### config.mk
export PLATFORM = sky130hd
export DESIGN_NAME = link_keeper
export DESIGN_NICKNAME = d
export VERILOG_FILES = /design/src/rtl/lk_pkg.sv /design/src/rtl/lk_pulse_gen.sv /design/src/rtl/lk_integrity.sv /design/src/rtl/link_keeper.sv
export SDC_FILE = /design/constraint.sdc
export NUM_CORES = 1
export LEC_CHECK = 0
export CORE_ASPECT_RATIO = 1.75
export CORE_MARGIN = 3
export CORE_UTILIZATION = 30
export CTS_CLUSTER_SIZE = 30
export DETAILED_ROUTE_END_ITERATION = 12
export DONT_BUFFER_PORTS = 1
export GPL_ROUTABILITY_DRIVEN = 1
export PLACE_DENSITY_LB_ADDON = 0.2
export SLEW_MARGIN = 10
export SYNTH_ARGS = -nofsm -noshare
export SYNTH_HDL_FRONTEND = slang
export SYNTH_SLANG_ARGS = --single-unit
### constraint.sdc
create_clock -name clk -period 6.4 [get_ports clk]
set_input_delay 0 -clock clk [delete_from_list [all_inputs] [get_ports clk]]
set_output_delay 0 -clock clk [all_outputs]
set_load 0.005 [all_outputs]
### src/rtl/lk_pkg.sv
package lk_pkg;
   typedef enum logic {
      LINK_DOWN = 1'b0,
      LINK_UP   = 1'b1
   } link_state_e;
endpackage

### src/rtl/lk_pulse_gen.sv
module lk_pulse_gen #(
   parameter int PERIOD_CYC = 1_600_000,
   parameter int PULSE_CYC  = 10
) (
   input  logic clk,
   input  logic rst_n,
   input  logic tx_active,
   output logic link_pulse
);
   localparam int PER_W = (PERIOD_CYC > 2) ? $clog2(PERIOD_CYC) : 1;
   localparam int WID_W = $clog2(PULSE_CYC + 1);
   localparam logic [PER_W-1:0] PER_LAST = PER_W'(PERIOD_CYC - 1);

   generate
      if (PULSE_CYC < 1 || PULSE_CYC >= PERIOD_CYC) begin : g_bad_width
         $error("lk_pulse_gen: PULSE_CYC must lie in 1..PERIOD_CYC-1");
      end
   endgenerate

   logic [PER_W-1:0] per_cnt;
   logic [WID_W-1:0] wid_left;
   logic             pulse_q;

   always_ff @(posedge clk) begin
      if (!rst_n) begin
         per_cnt  <= '0;
         wid_left <= '0;
         pulse_q  <= 1'b0;
      end else if (tx_active) begin
         per_cnt  <= '0;
         wid_left <= '0;
         pulse_q  <= 1'b0;
      end else begin
         per_cnt <= (per_cnt == PER_LAST) ? '0 : per_cnt + 1'b1;
         if (per_cnt == PER_LAST) begin
            pulse_q  <= 1'b1;
            wid_left <= WID_W'(PULSE_CYC - 1);
         end else if (pulse_q) begin
            if (wid_left == '0) pulse_q <= 1'b0;
            else                wid_left <= wid_left - 1'b1;
         end
      end
   end

   assign link_pulse = pulse_q & ~tx_active;

   AST_PULSE_HELD: assert property (@(posedge clk) disable iff (!rst_n)
      pulse_q && (wid_left != '0) && !tx_active |=> pulse_q);
   AST_PERIOD_FIRE: assert property (@(posedge clk) disable iff (!rst_n)
      !tx_active && (per_cnt == PER_LAST) |=> pulse_q && (per_cnt == '0));
   AST_TX_QUIET: assert property (@(posedge clk) disable iff (!rst_n)
      tx_active |=> !pulse_q && (per_cnt == '0));
   AST_WIDTH_BOUND: assert property (@(posedge clk) disable iff (!rst_n)
      pulse_q |-> (wid_left < WID_W'(PULSE_CYC)));
endmodule

### src/rtl/lk_integrity.sv
module lk_integrity
   import lk_pkg::*;
#(
   parameter int FAIL_WIN_CYC   = 10_000_000,
   parameter int RESTORE_PULSES = 2
) (
   input  logic        clk,
   input  logic        rst_n,
   input  logic        rx_pulse,
   input  logic        rx_active,
   input  logic        lt_disable,
   output link_state_e state_o
);
   localparam int SIL_W = $clog2(FAIL_WIN_CYC);
   localparam logic [SIL_W-1:0] SIL_LAST = SIL_W'(FAIL_WIN_CYC - 1);

   generate
      if (FAIL_WIN_CYC < 2) begin : g_bad_win
         $error("lk_integrity: FAIL_WIN_CYC must be at least 2");
      end
      if (RESTORE_PULSES < 1) begin : g_bad_restore
         $error("lk_integrity: RESTORE_PULSES must be at least 1");
      end
   endgenerate

   link_state_e      state;
   logic [SIL_W-1:0] sil;
   logic             in_fail;
   logic             restore_hit;
   logic             run_active;
   logic             sil_expire;

   assign in_fail    = (state == LINK_DOWN) && !lt_disable;
   assign sil_expire = in_fail && run_active && !rx_pulse && (sil == SIL_LAST);

   generate
      if (RESTORE_PULSES == 1) begin : g_single
         assign restore_hit = rx_pulse;
         assign run_active  = 1'b0;
      end else begin : g_multi
         localparam int CNT_W = $clog2(RESTORE_PULSES);
         logic [CNT_W-1:0] run_cnt;
         assign restore_hit = rx_pulse && (run_cnt == CNT_W'(RESTORE_PULSES - 1));
         assign run_active  = (run_cnt != '0);
         always_ff @(posedge clk) begin
            if (!rst_n || !in_fail)  run_cnt <= '0;
            else if (restore_hit)    run_cnt <= '0;
            else if (rx_pulse)       run_cnt <= run_cnt + 1'b1;
            else if (sil_expire)     run_cnt <= '0;
         end
      end
   endgenerate

   always_ff @(posedge clk) begin
      if (!rst_n) begin
         state <= LINK_DOWN;
         sil   <= '0;
      end else if (lt_disable) begin
         state <= LINK_UP;
         sil   <= '0;
      end else if (state == LINK_UP) begin
         if (rx_pulse || rx_active) begin
            sil <= '0;
         end else if (sil == SIL_LAST) begin
            state <= LINK_DOWN;
            sil   <= '0;
         end else begin
            sil <= sil + 1'b1;
         end
      end else begin
         if (restore_hit) begin
            state <= LINK_UP;
            sil   <= '0;
         end else if (rx_pulse || !run_active || sil == SIL_LAST) begin
            sil <= '0;
         end else begin
            sil <= sil + 1'b1;
         end
      end
   end

   assign state_o = state;

   AST_SIL_BOUND: assert property (@(posedge clk) disable iff (!rst_n)
      sil <= SIL_LAST);
   AST_ACT_RESTARTS: assert property (@(posedge clk) disable iff (!rst_n)
      (state == LINK_UP) && !lt_disable && (rx_pulse || rx_active)
      |=> (state == LINK_UP) && (sil == '0));
   AST_NO_RESTORE_WITHOUT_PULSE: assert property (@(posedge clk) disable iff (!rst_n)
      (state == LINK_DOWN) && !lt_disable && !rx_pulse |=> (state == LINK_DOWN));
   AST_BYPASS_UP: assert property (@(posedge clk) disable iff (!rst_n)
      lt_disable |=> (state == LINK_UP) && (sil == '0));
endmodule

### src/rtl/link_keeper.sv
module link_keeper
   import lk_pkg::*;
#(
   parameter int PERIOD_CYC     = 1_600_000,
   parameter int PULSE_CYC      = 10,
   parameter int FAIL_WIN_CYC   = 10_000_000,
   parameter int RESTORE_PULSES = 2
) (
   input  logic clk,
   input  logic rst_n,
   input  logic tx_active,
   input  logic rx_pulse,
   input  logic rx_active,
   input  logic lt_disable,
   output logic link_pulse,
   output logic link_good,
   output logic func_en
);
   link_state_e mon_state;

   lk_pulse_gen #(
      .PERIOD_CYC (PERIOD_CYC),
      .PULSE_CYC  (PULSE_CYC)
   ) u_gen (
      .clk        (clk),
      .rst_n      (rst_n),
      .tx_active  (tx_active),
      .link_pulse (link_pulse)
   );

   lk_integrity #(
      .FAIL_WIN_CYC   (FAIL_WIN_CYC),
      .RESTORE_PULSES (RESTORE_PULSES)
   ) u_mon (
      .clk        (clk),
      .rst_n      (rst_n),
      .rx_pulse   (rx_pulse),
      .rx_active  (rx_active),
      .lt_disable (lt_disable),
      .state_o    (mon_state)
   );

   assign link_good = (mon_state == LINK_UP) || lt_disable;
   assign func_en   = link_good;
endmodule

==> summary.md <==
| Metric | Value |
|---|---|
| Yosys top cell by area | dfxtp_1 |
| Most instantiated cells after synthesis | dfxtp_1 (52), nor2_1 (38), nand3_1 (23) |
| Worst vdd ir | around 0.00011 V |
| Tightest Pin Transition | a little under 900 ps |
| Post-synth EDFFs | 0 |
| CP Class | reg -> reg |
| Crit. End Element | flip-flop |
| RR Startpoint | u_mon.sil[2] |
| Relative slew slack | 0.399 |
| Routed wire length | 5240 um |
| First-pass GRT wire length | ~9400 um |
| Slowest stage cell, crit path | or4_1 |
| Clk slew on worst S/H paths | 70 ps |
| Tot Pwr | about 0.6 mW |
| RSZ-0062 raised after global routing | no |
| Min-Delay Path Class | in -> reg |
| Diodes inserted | 0 |
| Status | finished, final reports clean |
| Port bufs | 0 |
| GRT Overall Usage | 0.127 |
| DIE AREA | between 0.009 and 0.01 mm^2 |
| Met3 usage | 0.0249 |
| Area Overhead vs Synth | 12.3% |
| Crit-path cells | nand4_1 > or4_1 > o311ai_0 > nand2_1 > dlygate4sd3_1 |
| CP top delay family | simple AND/OR/NAND/NOR gates |
| Top cells by area, synth | dfxtp_1 (43%), xnor2_1 (6.1%), nor2_1 (5.9%) |
| Met1 Track Usage GR | 0.130 |
| Initial antenna violation count | 0 |
| Sequential-to-total area share from yosys stat | 0.427 |
| TritonCTS clock tree | built |
| Die width | 74.1 um |
| Top-count cell post-synth | dfxtp_1 |
| Core Region | between 0.007 and 0.008 mm^2 |
| CP bufs+invs | 1 |
| CP peak stage delay | roughly 690 ps |
| Final Slew Violations | 0 |
| Worst Skew | between 9 and 10 ps |
| Syn Std Cell Area | about 0.0024 mm^2 |
| Maximum operating frequency | ~390 MHz |
| Synth Register Bits | 52 |
| Power density over the cells | about 220 mW/mm^2 |
| Root buf cell | clkbuf_16 |
| Mean Syn Cell Area | between 8 and 9 um^2 |
| GRT Max-Usage Layer | met2 |
| Worst Path Arrival | 2740 ps |
| Clk_lat worst skew | around 290 ps |
| Post-synth ARST share | 0 |
| Period utilization | 0.399 |
| DRC Markers | 0 |
| Worst Setup Start Kind | flip-flop |
| Post-Syn Instances | about 280 |
| Max Cap Viol | 0 |
| Post-CTS setup buffers | 0 |
| Final net count | about 300 |
| Final ANT Viol Nets | 0 |
| Worst Setup SP | u_mon.sil[2] |
| Netlist cell types | between 40 and 50 |
| Placer congestion estimate | 0.770 |
| Die H | between 100 and 150 um |
| First DRT Iteration DRCs | between 60 and 70 |
| CTS H-tree depth | 2 |
| Worst-path fanout max | 10 |
| GRT Residual Overflow | 0 |
| Num CTS Buffers | 5 |
| Via density | roughly 5.4 |
| Yosys warnings | 0 |
| HP Start | tx_active |
| Final hold viol count | 0 |
| Placement Rows | 42 |
| TritonCTS Sinks | between 50 and 60 |
| GR Util met2 | 0.237 |
| Leak Pwr | 0.831 nW |
| Fill count | a little over 800 |
| Worst EP required | between 6000 and 7000 ps |
| Finish-stage setup viols | 0 |
| Deepest clock path buffer count | 2 |
| Share of the synthesized area in the top cell type | 0.427 |
| Routed len/inst | 13.7 um |
| Drt first pass iters | 4 |
| Routed via count | 2047 |
| Io pins | 9 |
| DP Area | ~0.0025 mm^2 |
| Layout cells sized above 1 | 0.0442 |
| Number of global-route vias before repair | approximately 2100 |
| HPWL Detailed | around 4000 um |
| Final Cell Area | 0.00274 mm^2 |
| Largest net degree at the start of global routing | 20 |
| Mapped Nets | approximately 290 |
| Setup TNS | 0 ps |
| Crit path time final | between 2000 and 3000 ps |
| Initial Util | 0.316 |
| Synth Flop Type | dfxtp_1 |
-- metrics by stage --
| stage | utilization | hold WS [ps] | setup slack [ps] | cells |
|---|---|---|---|---|
| 2_1_floorplan | - | 30.2 | 4320 | 283 |
| 4_1_cts | 0.354 | 20.7 | 3820 | 382 |
| 5_1_grt | 0.354 | 42.3 | 3610 | 382 |
| 3_3_place_gp | 0.328 | 47.9 | 3950 | 368 |
| 6_report | 0.354 | 15.2 | 3840 | 382 |
| 3_5_place_dp | 0.328 | 46.5 | 3950 | 368 |
-- timing repair --
action | 4_1_cts | 5_1_grt
hold buffers | 6 | 0
resized for setup | 0 | 0
hold endpoints to repair | 6 | 0
-- worst paths after layout --
kind,to,slack (ps),cells after the start
hold / removal,u_gen.wid_left[3],20,2
setup / recovery,u_mon.state_o,3840,5
setup reg to reg,u_mon.state_o,3840,5
hold reg to reg,u_gen.per_cnt[0],470,1
-- cell families (layout without fill, tap and decap cells) --
group                      after synthesis  after routing  synth area share
buffers and inverters                   18             29            0.0308
DFF                                     52             52             0.427
adders and majority gates                3              3            0.0154
and+or+nand+nor                        137            137             0.305
xor gates and xnor gates                27             27            0.0970
AOI/OAI and AO/OA                       45             45             0.120
muxes                                    1              1           0.00411
-- registers in the layout, indices dropped and copies added (netlist names) --
signal,count
u_mon.g_multi.run_cnt,1
u_mon.sil,24
u_gen.per_cnt,21
u_mon.state_o,1
u_gen.wid_left,4
u_gen.pulse_q,1
-- layout make-up --
type,instances,area (um^2),share of cell area
clock buffer,6,129,0.0471
clock inverter,2,16.3,0.00594
inverter,14,52.6,0.0192
multi-input combinational,213,1320,0.483
sequential,52,1040,0.380
tap,88,110,0.0402
timing repair buffer,7,67.6,0.0247
-- cells in the final DEF (no fill, tap or decap), drive strengths merged, types with 2 or more instances in the layout --
cell	synthesis	routed
nand2b	2	2
a21o	3	3
clkbuf	0	6
nand2	14	14
xnor2	17	17
ha	3	3
dfxtp	52	52
xor2	10	10
and3	6	6
nand4	9	9
nor4	6	6
nor4b	2	2
nand4b	2	2
and4	3	3
nor2	38	38
o31ai	6	6
a211oi	3	3
nor3	5	5
and2	2	2
a21oi	16	16
or3	7	7
nand3	23	23
or4	12	12
inv	14	14
o2111a	2	2
dlygate4sd3	0	6
o21ai	9	9
-- report_power, final --
part / switching, mW / internal (mW)
clock: 0.117 / 0.146
sequential: 0.00173 / 0.325
combinational: 0.00723 / 0.00572
total: 0.126 / 0.477
-- layer usage --
metal / vias to the layer above / wire, um
met5: - / 0
met3: 10 / 112
met1: 973 / 2010
met4: 0 / 134
met2: 22 / 2980
li1: 1042 / -
Note: power is estimated with default switching activity, not from simulation.
